### src/rtl/suspend_seq_pkg.sv
package suspend_seq_pkg;

  typedef enum logic [2:0] {
    DLY_SEL_WP,
    DLY_SEL_OUT,
    DLY_SEL_SLEEP,
    DLY_SEL_INOFF,
    DLY_SEL_INON,
    DLY_SEL_WAKE
  } dlySel_e;

  typedef enum logic [3:0] {
    ST_IDLE,
    ST_ENT_WP,
    ST_ENT_OUT,
    ST_ENT_SLEEP,
    ST_ENT_INOFF,
    ST_SUSP,
    ST_EXIT_INON,
    ST_EXIT_WAKE,
    ST_RELEASE
  } seqState_e;

  typedef struct packed {
    logic    loadDly;
    dlySel_e dlySel;
    logic    setWp;
    logic    setHold;
    logic    dropAwake;
    logic    setInDis;
    logic    clrInDis;
    logic    raiseAwake;
    logic    abortRel;
  } seqStrobe_t;

endpackage

### src/rtl/suspend_seq_filter.sv
module suspend_seq_filter #(
  parameter int SYNC_STAGES = 2,
  parameter int FILT_LEN    = 8
) (
  input  logic clk,
  input  logic rstN,
  input  logic rawIn,
  input  logic filterEn,
  output logic reqLvl
);
  localparam int FW = $clog2(FILT_LEN + 1);

  logic [SYNC_STAGES-1:0] syncChain;
  logic                   syncLvl;
  logic                   filtLvl;
  logic [FW-1:0]          filtCnt;

  for (genvar s = 0; s < SYNC_STAGES; s++) begin : g_sync
    if (s == 0) begin : g_first
      always_ff @(posedge clk) begin
        if (!rstN) syncChain[0] <= 1'b0;
        else       syncChain[0] <= rawIn;
      end
    end else begin : g_next
      always_ff @(posedge clk) begin
        if (!rstN) syncChain[s] <= 1'b0;
        else       syncChain[s] <= syncChain[s-1];
      end
    end
  end

  assign syncLvl = syncChain[SYNC_STAGES-1];

  // The filtered level follows only after FILT_LEN consecutive differing samples.
  always_ff @(posedge clk) begin
    if (!rstN) begin
      filtLvl <= 1'b0;
      filtCnt <= '0;
    end else if (syncLvl != filtLvl) begin
      if (filtCnt == FW'(FILT_LEN - 1)) begin
        filtLvl <= syncLvl;
        filtCnt <= '0;
      end else begin
        filtCnt <= filtCnt + 1'b1;
      end
    end else begin
      filtCnt <= '0;
    end
  end

  assign reqLvl = filterEn ? filtLvl : syncLvl;

endmodule

### src/rtl/suspend_seq_datapath.sv
module suspend_seq_datapath
  import suspend_seq_pkg::*;
#(
  parameter int DLY_WP    = 1,
  parameter int DLY_OUT   = 2,
  parameter int DLY_SLEEP = 2,
  parameter int DLY_INOFF = 8,
  parameter int DLY_INON  = 2,
  parameter int DLY_WAKE  = 4,
  parameter int REL_SHORT = 1,
  parameter int REL_LONG  = 512
) (
  input  logic       clk,
  input  logic       rstN,
  input  seqStrobe_t strobe,
  input  logic       wpRelLong,
  input  logic       holdRelLong,
  output logic       dlyDone,
  output logic       relBusy,
  output logic       awake,
  output logic       writeProtect,
  output logic       outputHold,
  output logic       inputDisable
);
  localparam int MAX_A  = (DLY_WP > DLY_OUT) ? DLY_WP : DLY_OUT;
  localparam int MAX_B  = (DLY_SLEEP > DLY_INOFF) ? DLY_SLEEP : DLY_INOFF;
  localparam int MAX_C  = (DLY_INON > DLY_WAKE) ? DLY_INON : DLY_WAKE;
  localparam int MAX_AB = (MAX_A > MAX_B) ? MAX_A : MAX_B;
  localparam int MAX_D  = (MAX_AB > MAX_C) ? MAX_AB : MAX_C;
  localparam int DW     = $clog2(MAX_D + 1);
  localparam int MAX_R  = (REL_LONG > REL_SHORT) ? REL_LONG : REL_SHORT;
  localparam int RW     = $clog2(MAX_R + 1);
  localparam int NCH    = 2;

  logic [DW-1:0] dlyCnt;
  logic [DW-1:0] dlyLoad;

  always_comb begin
    case (strobe.dlySel)
      DLY_SEL_WP:    dlyLoad = DW'(DLY_WP - 1);
      DLY_SEL_OUT:   dlyLoad = DW'(DLY_OUT - 1);
      DLY_SEL_SLEEP: dlyLoad = DW'(DLY_SLEEP - 1);
      DLY_SEL_INOFF: dlyLoad = DW'(DLY_INOFF - 1);
      DLY_SEL_INON:  dlyLoad = DW'(DLY_INON - 1);
      DLY_SEL_WAKE:  dlyLoad = DW'(DLY_WAKE - 1);
      default:       dlyLoad = '0;
    endcase
  end

  always_ff @(posedge clk) begin
    if (!rstN)               dlyCnt <= '0;
    else if (strobe.loadDly) dlyCnt <= dlyLoad;
    else if (dlyCnt != '0)   dlyCnt <= dlyCnt - 1'b1;
  end

  assign dlyDone = (dlyCnt == '0);

  // Channel 0 times the write-protect release, channel 1 the output-hold release.
  logic [NCH-1:0] relLong;
  logic [NCH-1:0] relAct;
  logic [NCH-1:0] relDone;

  assign relLong = {holdRelLong, wpRelLong};

  for (genvar ch = 0; ch < NCH; ch++) begin : g_rel
    logic [RW-1:0] relCnt;
    always_ff @(posedge clk) begin
      if (!rstN) begin
        relAct[ch] <= 1'b0;
        relCnt     <= '0;
      end else if (strobe.abortRel) begin
        relAct[ch] <= 1'b0;
      end else if (strobe.raiseAwake) begin
        relAct[ch] <= 1'b1;
        relCnt     <= relLong[ch] ? RW'(REL_LONG - 1) : RW'(REL_SHORT - 1);
      end else if (relAct[ch]) begin
        if (relCnt == '0) relAct[ch] <= 1'b0;
        else              relCnt     <= relCnt - 1'b1;
      end
    end
    assign relDone[ch] = relAct[ch] && (relCnt == '0) && !strobe.abortRel;
  end

  assign relBusy = |relAct;

  always_ff @(posedge clk) begin
    if (!rstN) begin
      writeProtect <= 1'b0;
      outputHold   <= 1'b0;
      awake        <= 1'b1;
      inputDisable <= 1'b0;
    end else begin
      if (strobe.setWp)        writeProtect <= 1'b1;
      else if (relDone[0])     writeProtect <= 1'b0;
      if (strobe.setHold)      outputHold   <= 1'b1;
      else if (relDone[1])     outputHold   <= 1'b0;
      if (strobe.dropAwake)    awake        <= 1'b0;
      else if (strobe.raiseAwake) awake     <= 1'b1;
      if (strobe.setInDis)     inputDisable <= 1'b1;
      else if (strobe.clrInDis) inputDisable <= 1'b0;
    end
  end

endmodule

### src/rtl/suspend_seq_ctrl.sv
module suspend_seq_ctrl
  import suspend_seq_pkg::*;
(
  input  logic       clk,
  input  logic       rstN,
  input  logic       reqLvl,
  input  logic       dlyDone,
  input  logic       relBusy,
  output seqStrobe_t strobe
);
  seqState_e state;
  seqState_e stateNext;

  always_ff @(posedge clk) begin
    if (!rstN) state <= ST_IDLE;
    else       state <= stateNext;
  end

  always_comb begin
    strobe    = '0;
    stateNext = state;
    case (state)
      ST_IDLE: begin
        if (reqLvl) begin
          strobe.loadDly = 1'b1;
          strobe.dlySel  = DLY_SEL_WP;
          stateNext      = ST_ENT_WP;
        end
      end
      ST_ENT_WP: begin
        if (dlyDone) begin
          strobe.setWp   = 1'b1;
          strobe.loadDly = 1'b1;
          strobe.dlySel  = DLY_SEL_OUT;
          stateNext      = ST_ENT_OUT;
        end
      end
      ST_ENT_OUT: begin
        if (dlyDone) begin
          strobe.setHold = 1'b1;
          strobe.loadDly = 1'b1;
          strobe.dlySel  = DLY_SEL_SLEEP;
          stateNext      = ST_ENT_SLEEP;
        end
      end
      ST_ENT_SLEEP: begin
        if (dlyDone) begin
          strobe.dropAwake = 1'b1;
          strobe.loadDly   = 1'b1;
          strobe.dlySel    = DLY_SEL_INOFF;
          stateNext        = ST_ENT_INOFF;
        end
      end
      ST_ENT_INOFF: begin
        if (dlyDone) begin
          strobe.setInDis = 1'b1;
          stateNext       = ST_SUSP;
        end
      end
      ST_SUSP: begin
        if (!reqLvl) begin
          strobe.loadDly = 1'b1;
          strobe.dlySel  = DLY_SEL_INON;
          stateNext      = ST_EXIT_INON;
        end
      end
      ST_EXIT_INON, ST_EXIT_WAKE, ST_RELEASE: begin
        if (reqLvl) begin
          // Abandon the wake: protect storage now, resume entry at the hold step.
          strobe.setWp    = 1'b1;
          strobe.abortRel = 1'b1;
          strobe.loadDly  = 1'b1;
          strobe.dlySel   = DLY_SEL_OUT;
          stateNext       = ST_ENT_OUT;
        end else if (state == ST_EXIT_INON) begin
          if (dlyDone) begin
            strobe.clrInDis = 1'b1;
            strobe.loadDly  = 1'b1;
            strobe.dlySel   = DLY_SEL_WAKE;
            stateNext       = ST_EXIT_WAKE;
          end
        end else if (state == ST_EXIT_WAKE) begin
          if (dlyDone) begin
            strobe.raiseAwake = 1'b1;
            stateNext         = ST_RELEASE;
          end
        end else if (!relBusy) begin
          stateNext = ST_IDLE;
        end
      end
      default: stateNext = ST_IDLE;
    endcase
  end

endmodule

### src/rtl/suspend_seq.sv
module suspend_seq
  import suspend_seq_pkg::*;
#(
  parameter int SYNC_STAGES = 2,
  parameter int FILT_LEN    = 8,
  parameter int DLY_WP      = 1,
  parameter int DLY_OUT     = 2,
  parameter int DLY_SLEEP   = 2,
  parameter int DLY_INOFF   = 8,
  parameter int DLY_INON    = 2,
  parameter int DLY_WAKE    = 4,
  parameter int REL_SHORT   = 1,
  parameter int REL_LONG    = 512
) (
  input  logic clk,
  input  logic rstN,
  input  logic suspendIn,
  input  logic filterEn,
  input  logic wpRelLong,
  input  logic holdRelLong,
  output logic awake,
  output logic writeProtect,
  output logic outputHold,
  output logic inputDisable
);
  logic       reqLvl;
  logic       dlyDone;
  logic       relBusy;
  seqStrobe_t strobe;

  suspend_seq_filter #(
    .SYNC_STAGES(SYNC_STAGES),
    .FILT_LEN   (FILT_LEN)
  ) uFilter (
    .clk     (clk),
    .rstN    (rstN),
    .rawIn   (suspendIn),
    .filterEn(filterEn),
    .reqLvl  (reqLvl)
  );

  suspend_seq_ctrl uCtrl (
    .clk    (clk),
    .rstN   (rstN),
    .reqLvl (reqLvl),
    .dlyDone(dlyDone),
    .relBusy(relBusy),
    .strobe (strobe)
  );

  suspend_seq_datapath #(
    .DLY_WP   (DLY_WP),
    .DLY_OUT  (DLY_OUT),
    .DLY_SLEEP(DLY_SLEEP),
    .DLY_INOFF(DLY_INOFF),
    .DLY_INON (DLY_INON),
    .DLY_WAKE (DLY_WAKE),
    .REL_SHORT(REL_SHORT),
    .REL_LONG (REL_LONG)
  ) uDatapath (
    .clk         (clk),
    .rstN        (rstN),
    .strobe      (strobe),
    .wpRelLong   (wpRelLong),
    .holdRelLong (holdRelLong),
    .dlyDone     (dlyDone),
    .relBusy     (relBusy),
    .awake       (awake),
    .writeProtect(writeProtect),
    .outputHold  (outputHold),
    .inputDisable(inputDisable)
  );

endmodule

### config.mk
export PLATFORM = sky130hd
export DESIGN_NAME = suspend_seq
export DESIGN_NICKNAME = d
export VERILOG_FILES = /design/src/rtl/suspend_seq_pkg.sv /design/src/rtl/suspend_seq_filter.sv /design/src/rtl/suspend_seq_datapath.sv /design/src/rtl/suspend_seq_ctrl.sv /design/src/rtl/suspend_seq.sv
export SDC_FILE = /design/constraint.sdc
export NUM_CORES = 1
export LEC_CHECK = 0
export ABC_AREA = 1
export BUFFER_PORTS_ARGS = -buffer_cell sky130_fd_sc_hd__buf_2
export CAP_MARGIN = 20
export CORE_MARGIN = 4
export CORE_UTILIZATION = 61
export DETAILED_ROUTE_END_ITERATION = 10
export GPL_ROUTABILITY_DRIVEN = 0
export PLACE_DENSITY = 0.8
export SLEW_MARGIN = 10
export SYNTH_ARGS = -nofsm -noshare
export SYNTH_HDL_FRONTEND = slang
export SYNTH_SLANG_ARGS = --single-unit
### constraint.sdc
create_clock -name clk -period 2.1 [get_ports clk]
set_input_delay 0.42 -clock clk [delete_from_list [all_inputs] [get_ports clk]]
set_output_delay 0.42 -clock clk [all_outputs]
set_load 0.01 [all_outputs]
==> reports/qor.tcl, run 1 <==
set qor(clock-root-buffer) {sky130_fd_sc_hd__clkbuf_8}
set qor(synth.yosys.warnings) 0
set qor(timing.final.setup_violations) 0
set qor(synth.largest_area_cell) {sky130_fd_sc_hd__dfxtp_1}
set qor(synth_enable_flop_cells) 0
set qor(synth_nets) 401
set qor(synth.lib_cells_used.distinct) 33
set qor(cellInternalPower_mw) 1.46
set qor(postLayoutCoreUtil_pct) 70.4
set qor(antenna_violations_before_repair) 0
set qor(grt_start_max_net_pins) 22
set qor(cp_slowest_stage_delay_ps) 300
set qor(detailed_route_wire_length_per_cell_um) 10.9
set qor(vias_in_the_first_global_route) 2167
set qor(synthTopCellsByCount) {109 x sky130_fd_sc_hd__nand2_1, 73 x sky130_fd_sc_hd__nor2_1, 41 x sky130_fd_sc_hd__dfxtp_1}
set qor(ctsResizeCount) 0
set qor(async_flop_share_pct) 0
set qor(synth.area.top_cells) {sky130_fd_sc_hd__dfxtp_1 33%, sky130_fd_sc_hd__nand2_1 17%, sky130_fd_sc_hd__nor2_1 11%, sky130_fd_sc_hd__inv_1 6.1%, sky130_fd_sc_hd__o21ai_0 5.1%}
set qor(drive_above_1_share_pct) 11.6
set qor(max_cap_violations) 0
set qor(post-cts-setup-buffers) 0
set qor(cp_data_arrival_time_ps) 2040
set qor(cts_num_sinks) 41
set qor(cts_tree) {built}
set qor(crit_path_max_fanout) 16
set qor(status) {completed}
set qor(synth_sequential_area_ratio_pct) 33.3
set qor(slew_headroom_pct) 76.4
set qor(clock_power_share_pct) 22.1
set qor(worst_clock_skew_ps) 7.29
set qor(synth_most_common_cell) {sky130_fd_sc_hd__nand2_1}
set qor(worstPathBufferInverterCount) 2
set qor(tritoncts.num_buffers) 5
set qor(final_nets) 415
set qor(critPathLaunchType) {flip-flop}
set qor(synth_area_per_cell_um2) 6.33
set qor(period_needed_ps) 1810
set qor(ff2ff_setup_slack_ps) 290
set qor(final-max-slew-violation-count) 0
set qor(critical-path-slowest-cell) {sky130_fd_sc_hd__dfxtp_1}
set qor(vdd.ir_drop.worst_mv) 0.531
set qor(power_switching_mw) 0.944
set qor(grtUsageTotal_pct) 21.0
set qor(critPathKind) {flip-flop to flip-flop}
set qor(critical_path.cell_chain) {inv_1 -> ha_1 -> nand2_1 -> nor2_4 -> nand3_4 -> nand2_1 -> nand2_2 -> clkinv_2 -> nand2_1 -> a21oi_1}
set qor(synthCells) 390
set qor(power_switching_share_pct) 39.3
set qor(worstHoldPathType) {primary input to flip-flop}
set qor(flow.area_growth_from_synthesis_pct) 7.56
set qor(crit_path_frequent_cell) {sky130_fd_sc_hd__nand2_1}
set qor(port-buffer-count) 9
set qor(drt-total-wl_um) 4930
set qor(min_period_over_period_pct) 86.4
set qor(antenna_cells) 0
set qor(fin_cells) 452
set qor(crit_required_ps) 2330
set qor(ys_ff_latch) 41
set qor(final.setup.worst_slack_ps) 285
set qor(die_height_um) 71.6
set qor(numPlacedInstances) 445
set qor(comb_power_share_pct) 38.9
set qor(setup_ws_pre_cts_ps) 292
set qor(core_um2) 3770
set qor(synth_largest_type_area_fraction_pct) 33.3
set qor(pwr_density_cell_nw_per_um2) 904
set qor(detail-route-antenna-nets) 0
set qor(placement_rows) 22
set qor(die_area_um2) 5130
set qor(max_clock_freq_mhz) 551
set qor(drt-pass1-iter-count) 4
set qor(timing_worst_slew_pin_value_ps) 354
set qor(setup_total_negative_slack_ps) 0
set qor(clk-insertion-delay-late_ps) 290
set qor(post_drt_via_cell_ratio) 5.12
set qor(overflow) 0
set qor(die-width_um) 71.6
set qor(rsz_0062_raised_after_global_routing) {false}
set qor(power_frac_seq_pct) 39.0
set qor(final-hold-violation-count) 0
set qor(effective_utilization_at_floorplan_pct) 65.4
set qor(cts_hold_buffers) 0
set qor(static-leakage-power_nw) 1.30
set qor(via_count) 2312
set qor(drtIter0Drc) 159
set qor(floorplan.io_pins) 10
set qor(grt_pass1_wl_um) 8900
set qor(drc) 0
set qor(synth_top_flop_cell) {sky130_fd_sc_hd__dfxtp_1}
set qor(clock_tree.buffer_depth) 2
set qor(detailedPlacementHpwl_um) 3580
set qor(cts-htree-levels) 2
set qor(critical_path.top_delay_family) {simple AND/OR/NAND/NOR gates}
set qor(worst_setup_hold_path_clk_slew_ps) 80
set qor(crit_path_end_kind) {flip-flop}
set qor(post_synth_instance_area_um2) 2470
layer usage:
metal,track usage (%),routed length (µm),vias to the layer above
met4,9.39,71,0
met2,33.4,2140,35
li1,-,-,1250
met5,0,0,-
met1,27.8,2530,1019
met3,3.51,188,8
power by group through the flow:
stage	Sequential, mW	Combinational, mW	Clock [mW]
6_report	0.936	0.934	0.530
5_1_grt	0.947	1.08	0.562
4_1_cts	0.934	0.937	0.536
3_5_place_dp	0.952	0.931	0
3_3_place_gp	0.952	0.923	0
2_1_floorplan	0.943	0.745	0
logic make-up after synthesis:
family,after synthesis,share of synthesized area (%)
XOR/XNOR,9,3.19
AO/OA/AOI/OAI,52,11.2
adder cells (fa/ha/maj),5,2.54
flip-flops,41,33.3
buffers and inverters,53,8.47
AND/OR/NAND/NOR,230,41.4
flip-flops by register name (all words and copies together) (netlist names), 2 cells and up:
| register | flops |
|---|---|
| uCtrl.state | 4 |
| uFilter.filtCnt | 4 |
| uDatapath.g_rel.relCnt | 20 |
| uDatapath.dlyCnt | 4 |
| uDatapath.relAct | 2 |
path summary, 6_finish.rpt:
kind | start | cells after the start | end
max reg2reg | uDatapath.dlyCnt[0]$_SDFFE_PN0P_ | 10 | uDatapath.g_rel[0].relCnt[6]$_SDFFE_PN0P_
min reg2reg | uFilter.syncChain[0]$_SDFF_PN0_ | 2 | uFilter.syncLvl$_SDFF_PN0_
max | uDatapath.dlyCnt[0]$_SDFFE_PN0P_ | 10 | uDatapath.g_rel[0].relCnt[6]$_SDFFE_PN0P_
min | suspendIn | 3 | uFilter.syncChain[0]$_SDFF_PN0_
stage by stage:
stage / hold slack, ps / instance area [µm²] / power [mW]
finish: 317 / 2650 / 2.40
global route: 338 / 2650 / 2.59
CTS: 305 / 2650 / 2.41
detailed placement: 400 / 2570 / 1.88
global placement: 393 / 2570 / 1.87
floorplan: 390 / 2470 / 1.69
placed cells by master, fill, tap and decap left out, drive strengths merged, types with 2 or more instances in the layout:
cell	instances
a21boi	2
a21oi	19
buf	12
clkbuf	7
clkinv	2
dfxtp	41
ha	5
inv	46
nand2	119
nand3	23
nand4	4
nor2	79
o21ai	29
xnor2	4
xor2	5
layout make-up:
| class | instances | area [µm²] |
|---|---|---|
| multi-input cells | 296 | 1440 |
| flip-flops and latches | 41 | 821 |
| inverters | 48 | 181 |
| clock buffers | 7 | 86.3 |
| repair buffers | 12 | 67.6 |
| fillers | 321 | 1120 |
| well taps | 48 | 60.1 |
worst reg2reg max path, delay by kind of cell (launching register included):
family                   cells  cell delay [ps]
adder cells (fa/ha/maj)      1              220
AO/OA/AOI/OAI                1              140
AND/OR/NAND/NOR              6              790
flip-flops                   1              300
buffers and inverters        2              310
(Power assumes the default switching activity.)
==> run 2: changes to the inputs <==
--- a/config.mk
+++ b/config.mk
@@ -5,7 +5,6 @@
 export SDC_FILE = /design/constraint.sdc
 export NUM_CORES = 1
 export LEC_CHECK = 0
-export ABC_AREA = 1
 export BUFFER_PORTS_ARGS = -buffer_cell sky130_fd_sc_hd__buf_2
 export CAP_MARGIN = 20
 export CORE_MARGIN = 4
==> reports/qor.tcl, run 2 <==
set qor(detail-route-antenna-nets) 0
set qor(vdd.ir_drop.worst_mv) 0.732
set qor(cts_num_sinks) 41
set qor(synth_most_common_cell) {sky130_fd_sc_hd__dfxtp_1}
set qor(power_switching_share_pct) 31.2
set qor(vias_in_the_first_global_route) 1992
set qor(antenna_cells) 0
set qor(die-width_um) 68.4
set qor(largest-register) {uDatapath.g_rel.relCnt}
set qor(cp_data_arrival_time_ps) 2330
set qor(grtUsageTotal_pct) 25.9
set qor(postLayoutCoreUtil_pct) 78.4
set qor(die_area_um2) 4680
set qor(synth.area.top_cells) {sky130_fd_sc_hd__dfxtp_1 37%, sky130_fd_sc_hd__a21oi_1 5.6%, sky130_fd_sc_hd__nor2_1 3.5%, sky130_fd_sc_hd__xor2_1 3.5%, sky130_fd_sc_hd__nand3_1 2.9%}
set qor(async_flop_share_pct) 0
set qor(drive_above_1_share_pct) 24.3
set qor(floorplan.io_pins) 10
set qor(worst_setup_hold_path_clk_slew_ps) 80
set qor(synth.yosys.warnings) 0
set qor(post_synth_instance_area_um2) 2230
set qor(synth.lib_cells_used.distinct) 62
set qor(synthTopCellsByCount) {41 x sky130_fd_sc_hd__dfxtp_1, 25 x sky130_fd_sc_hd__a21oi_1, 21 x sky130_fd_sc_hd__nor2_1}
set qor(cts_hold_buffers) 0
set qor(core_um2) 3440
set qor(synth_area_per_cell_um2) 8.59
set qor(power_switching_mw) 0.790
set qor(worst_hold_slack_ps) 328
set qor(cts_tree) {built}
set qor(synth_largest_type_area_fraction_pct) 36.9
set qor(flow.area_growth_from_synthesis_pct) 21.2
set qor(post_drt_via_cell_ratio) 6.13
set qor(worstHoldPathType) {primary input to flip-flop}
set qor(setup_total_negative_slack_ps) 0
set qor(largest_register_ffs) 20
set qor(grt_pass1_wl_um) 9030
set qor(period_needed_ps) 2080
set qor(antenna_violations_before_repair) 0
set qor(synth_top_flop_cell) {sky130_fd_sc_hd__dfxtp_1}
set qor(synth_nets) 270
set qor(synth_enable_flop_cells) 0
set qor(comb_power_share_pct) 33.5
set qor(numPlacedInstances) 333
set qor(min_period_over_period_pct) 99.1
set qor(overflow) 0
set qor(fillCellCount) 233
set qor(grt_start_max_net_pins) 16
set qor(synthCells) 259
set qor(power_mw) 2.53
set qor(power_frac_seq_pct) 35.7
set qor(mostFrequentLayoutCell) {sky130_fd_sc_hd__dfxtp_1}
set qor(final-hold-violation-count) 0
set qor(crit_path_max_fanout) 7
set qor(detailed_route_wire_length_per_cell_um) 15.5
set qor(detailedPlacementHpwl_um) 3640
set qor(drtIter0Drc) 224
set qor(slew_headroom_pct) 74.0
set qor(clock_tree.buffer_depth) 2
set qor(synth.largest_area_cell) {sky130_fd_sc_hd__dfxtp_1}
set qor(drc) 0
set qor(crit_path_end_kind) {flip-flop}
set qor(max_cap_violations) 0
set qor(placement_rows) 21
set qor(ys_ff_latch) 41
set qor(final_nets) 306
set qor(cts-htree-levels) 2
set qor(via_count) 2096
set qor(crit_required_ps) 2350
set qor(rsz_0062_raised_after_global_routing) {true}
set qor(most-common-layout-cells) {40 x sky130_fd_sc_hd__dfxtp_1, 34 x sky130_fd_sc_hd__buf_4, 25 x sky130_fd_sc_hd__a21oi_1, 21 x sky130_fd_sc_hd__nor2_1, 13 x sky130_fd_sc_hd__nand3_1}
set qor(clock-root-buffer) {sky130_fd_sc_hd__clkbuf_8}
set qor(die_height_um) 68.4
set qor(critPathKind) {flip-flop to flip-flop}
set qor(cellInternalPower_mw) 1.74
set qor(timing_worst_slew_pin_value_ps) 389
set qor(final-max-slew-violation-count) 0
set qor(timing.final.setup_violations) 0
set qor(max_clock_freq_mhz) 480
set qor(critPathLaunchType) {flip-flop}
set qor(effective_utilization_at_floorplan_pct) 64.7
set qor(drt-total-wl_um) 5310
set qor(tritoncts.num_buffers) 5
set qor(static-leakage-power_nw) 1.07
set qor(pwr_density_cell_nw_per_um2) 937
set qor(clock_power_share_pct) 30.8
set qor(worst_clock_skew_ps) 10.6
set qor(synth_sequential_area_ratio_pct) 36.9
set qor(clk-insertion-delay-late_ps) 310
set qor(status) {completed}
set qor(port-buffer-count) 9
set qor(drt-pass1-iter-count) 4
set qor(fin_cells) 342
-- run 2: cell count changes after synthesis, moves of 7 or more --
cell,change
sky130_fd_sc_hd__o21ai_0,-22
sky130_fd_sc_hd__nand3_1,-7
sky130_fd_sc_hd__inv_1,-30
sky130_fd_sc_hd__nand2_1,-99
sky130_fd_sc_hd__o21ai_1,+7
sky130_fd_sc_hd__nor3_1,+7
sky130_fd_sc_hd__nor2_1,-52
-- run 2: cell families (layout without fill, tap and decap cells) --
logic type               count (synthesis)  count (layout)  synth area share [%]
XOR/XNOR                                12              12                  4.72
multiplexers                             4               4                  1.91
AND/OR/NAND/NOR                         92              92                  24.2
buffers and inverters                   25              62                  4.83
adder cells (fa/ha/maj)                  5               5                  2.81
AO/OA/AOI/OAI                           80              80                  24.6
flip-flops                              41              41                  36.9
-- run 2: cell type report --
cell class | instances | area (µm²) | share of cell area [%]
Timing Repair Buffer | 44 | 320 | 11.9
Clock inverter | 3 | 68.8 | 2.55
Multi-Input combinational cell | 193 | 1320 | 49.0
Inverter | 10 | 37.5 | 1.39
Clock buffer | 5 | 68.8 | 2.55
Sequential cell | 41 | 822 | 30.5
Tap cell | 46 | 57.6 | 2.13
-- run 2: path summary, 6_finish.rpt --
kind	startpoint	end	slack (ps)	cells past startpoint
hold / removal	suspendIn	uFilter.syncChain[0]$_SDFF_PN0_	330	2
setup / recovery	uDatapath.dlyCnt[1]$_SDFFE_PN0P_	uDatapath.g_rel[0].relCnt[6]$_SDFFE_PN0P_	20	7
hold reg to reg	uFilter.syncChain[0]$_SDFF_PN0_	uFilter.syncLvl$_SDFF_PN0_	440	1
setup reg to reg	uDatapath.dlyCnt[1]$_SDFFE_PN0P_	uDatapath.g_rel[0].relCnt[6]$_SDFFE_PN0P_	20	7
-- run 2: layer usage --
metal | wire length (µm) | GRT usage (%) | up-vias
li1 | - | - | 1031
met1 | 2340 | 32.6 | 974
met2 | 2530 | 40.4 | 77
met3 | 326 | 6.73 | 14
met4 | 111 | 12.9 | 0
met5 | 0 | 0 | -
-- run 2: per-stage QoR --
| step | setup slack (ps) | instance area, µm² |
|---|---|---|
| after floorplan | 52.7 | 2230 |
| after global placement | -23.0 | 2530 |
| final | 18.6 | 2700 |
| after detailed placement | -79.0 | 2530 |
| after global routing | -44.8 | 2700 |
| after CTS | 15.7 | 2670 |
-- run 2: timing repair --
item | 4_1_cts | 5_1_grt
cloned | 0 | 0
pin swaps | 0 | 8
resized for setup | 1 | 7
buffers inserted | 0 | 1
setup endpoints to repair | 15 | 20
hold endpoints to repair | 0 | 0
-- run 2: power groups by stage --
stage / registers, mW / logic (mW) / clock network (mW)
final: 0.902 / 0.848 / 0.778
after detailed placement: 0.910 / 0.766 / 0
after global placement: 0.908 / 0.753 / 0
after global routing: 0.911 / 0.919 / 0.829
after floorplan: 0.899 / 0.467 / 0
after CTS: 0.895 / 0.790 / 0.795
-- run 2: worst max-delay path: stages (launching register included) --
cell,delay (ps)
sky130_fd_sc_hd__dfxtp_2,330
sky130_fd_sc_hd__inv_2,70
sky130_fd_sc_hd__ha_4,140
sky130_fd_sc_hd__or4b_4,500
sky130_fd_sc_hd__or3_4,480
sky130_fd_sc_hd__a21oi_4,230
sky130_fd_sc_hd__o21a_1,170
sky130_fd_sc_hd__o22a_1,110
==> run 3: changes to the inputs <==
--- a/config.mk
+++ b/config.mk
@@ -5,9 +5,10 @@
 export SDC_FILE = /design/constraint.sdc
 export NUM_CORES = 1
 export LEC_CHECK = 0
+export ABC_AREA = 1
 export BUFFER_PORTS_ARGS = -buffer_cell sky130_fd_sc_hd__buf_2
 export CAP_MARGIN = 20
-export CORE_MARGIN = 4
+export CORE_MARGIN = 3
 export CORE_UTILIZATION = 61
 export DETAILED_ROUTE_END_ITERATION = 10
 export GPL_ROUTABILITY_DRIVEN = 0
==> reports/qor.tcl, run 3 (synthesis gave the netlist of run 1 again) <==
set qor(status) {completed}
set qor(final-hold-violation-count) 0
set qor(max_clock_freq_mhz) 552
set qor(detailed_route_wire_length_per_cell_um) 10.9
set qor(detailedPlacementHpwl_um) 3540
set qor(cts_num_sinks) 41
set qor(grtUsageTotal_pct) 21.6
set qor(most-common-layout-cells) {109 x sky130_fd_sc_hd__nand2_1, 73 x sky130_fd_sc_hd__nor2_1, 41 x sky130_fd_sc_hd__dfxtp_1, 40 x sky130_fd_sc_hd__inv_1, 25 x sky130_fd_sc_hd__o21ai_0}
set qor(detail-route-antenna-nets) 0
set qor(slew_headroom_pct) 75.8
set qor(worst_clock_skew_ps) 7.81
set qor(drive_above_1_share_pct) 11.9
set qor(cp_data_arrival_time_ps) 2050
set qor(reg2reg_depth) 10
set qor(grt_start_max_net_pins) 22
set qor(worst_hold_slack_ps) 310
set qor(largest_register_ffs) 20
set qor(cts_hold_buffers) 0
set qor(pwr_density_cell_nw_per_um2) 949
set qor(drt-pass1-iter-count) 5
set qor(fin_cells) 453
set qor(worst_hold_path.num_cells) 3
set qor(core_um2) 3770
set qor(power_switching_share_pct) 37.8
set qor(ctsResizeCount) 0
set qor(placedInstanceArea_um2) 2570
set qor(via_count) 2309
set qor(static-leakage-power_nw) 1.31
set qor(effective_utilization_at_floorplan_pct) 65.4
set qor(final-max-slew-violation-count) 0
set qor(drtIter0Drc) 176
set qor(clock_tree.buffer_depth) 2
set qor(largest-register) {uDatapath.g_rel.relCnt}
set qor(critical_path.top_delay_family) {simple AND/OR/NAND/NOR gates}
set qor(worstHoldPathType) {primary input to flip-flop}
set qor(setup_ws_pre_cts_ps) 307
set qor(power_frac_seq_pct) 36.8
set qor(antenna_violations_before_repair) 0
set qor(max_cap_violations) 0
set qor(setup_total_negative_slack_ps) 0
set qor(crit_path_frequent_cell) {sky130_fd_sc_hd__nand2_1}
set qor(flow.area_growth_from_synthesis_pct) 8.77
set qor(antenna_cells) 0
set qor(critical-path-slowest-cell) {sky130_fd_sc_hd__dfxtp_1}
set qor(clk-insertion-delay-late_ps) 300
set qor(mostFrequentLayoutCell) {sky130_fd_sc_hd__nand2_1}
set qor(final.setup.worst_slack_ps) 288
set qor(overflow) 0
set qor(rsz_0062_raised_after_global_routing) {false}
set qor(min_delay_worst_endpoint) {uFilter.syncChain[0]$_SDFF_PN0_}
set qor(post_drt_via_cell_ratio) 5.10
set qor(timing.final.setup_violations) 0
set qor(grt_pass1_wl_um) 8810
set qor(crit_path_max_fanout) 16
set qor(drc) 0
set qor(worstPathBufferInverterCount) 2
set qor(postLayoutCoreUtil_pct) 71.2
set qor(critical_path.cell_chain) {inv_1 -> ha_1 -> nand2_1 -> nor2_4 -> nand3_4 -> nand2_1 -> nand2_2 -> clkinv_2 -> nand2_1 -> a21oi_1}
set qor(clock-root-buffer) {sky130_fd_sc_hd__clkbuf_8}
set qor(worstHoldStart) {suspendIn}
set qor(drt-total-wl_um) 4920
set qor(numPlacedInstances) 445
set qor(comb_power_share_pct) 37.1
set qor(critPathKind) {flip-flop to flip-flop}
set qor(critPathLaunchType) {flip-flop}
set qor(period_needed_ps) 1810
set qor(worst_setup_hold_path_clk_slew_ps) 80
set qor(crit_required_ps) 2340
set qor(port-buffer-count) 9
set qor(cts-htree-levels) 2
set qor(cp_slowest_stage_delay_ps) 300
set qor(power_mw) 2.55
set qor(die_height_um) 69.6
set qor(die_area_um2) 4840
set qor(r2r_start) {uDatapath.dlyCnt[0]$_SDFFE_PN0P_}
set qor(min_period_over_period_pct) 86.3
set qor(crit_path_end_kind) {flip-flop}
set qor(power_switching_mw) 0.963
set qor(post-cts-setup-buffers) 0
set qor(clock_power_share_pct) 26.1
set qor(r2r-end) {uDatapath.g_rel[0].relCnt[1]$_SDFFE_PN0P_}
set qor(vdd.ir_drop.worst_mv) 0.747
set qor(cts_tree) {built}
set qor(placement_rows) 22
set qor(die-width_um) 69.6
set qor(timing_worst_slew_pin_value_ps) 363
set qor(cellInternalPower_mw) 1.58
set qor(final_nets) 415
set qor(tritoncts.num_buffers) 5
set qor(floorplan.io_pins) 10
set qor(post-route-cell-area_um2) 2680
set qor(vias_in_the_first_global_route) 2068
set qor(ff2ff_setup_slack_ps) 290
## run 3: worst max-delay path by stage
stage	from	end	slack [ps]	depth (start not counted)
2_1_floorplan	uDatapath.dlyCnt[0]$_SDFFE_PN0P_	uDatapath.g_rel[0].relCnt[0]$_SDFFE_PN0P_	550	10
3_3_place_gp	uDatapath.dlyCnt[0]$_SDFFE_PN0P_	uDatapath.g_rel[0].relCnt[9]$_SDFFE_PN0P_	350	10
3_5_place_dp	uDatapath.dlyCnt[0]$_SDFFE_PN0P_	uDatapath.g_rel[0].relCnt[1]$_SDFFE_PN0P_	310	10
4_1_cts	uDatapath.dlyCnt[0]$_SDFFE_PN0P_	uDatapath.g_rel[0].relCnt[1]$_SDFFE_PN0P_	290	10
5_1_grt	uDatapath.dlyCnt[0]$_SDFFE_PN0P_	uDatapath.g_rel[0].relCnt[4]$_SDFFE_PN0P_	70	10
6_report	uDatapath.dlyCnt[0]$_SDFFE_PN0P_	uDatapath.g_rel[0].relCnt[1]$_SDFFE_PN0P_	290	10
## run 3: power by group through the flow
stage                     Sequential, mW  Combinational [mW]  Clock, mW
final                              0.937               0.943      0.665
after detailed placement           0.954               0.929          0
after global routing               0.949                1.08      0.700
after global placement             0.952               0.922          0
after CTS                          0.935               0.938      0.676
after floorplan                    0.943               0.745          0
## run 3: cell type report
class | count | area, µm²
fillers | 330 | 1090
well taps | 48 | 60.1
inverters | 48 | 181
flip-flops and latches | 41 | 821
repair buffers | 12 | 67.6
clock buffers | 7 | 86.3
clock inverters | 1 | 30.0
multi-input cells | 296 | 1440
## run 3: routing by layer
| metal | up-vias | global-route usage (%) | routed length, µm |
|---|---|---|---|
| li1 | 1255 | - | - |
| met1 | 995 | 29.6 | 2510 |
| met3 | 6 | 5.51 | 229 |
| met5 | - | 0 | 0 |
| met4 | 0 | 5.86 | 48 |
| met2 | 53 | 33.8 | 2130 |
## run 3: tightest hold or removal path: cells and delay by family
family | cells | cell delay [ps]
buffers and inverters | 2 | 110
AND/OR/NAND/NOR | 1 | 40
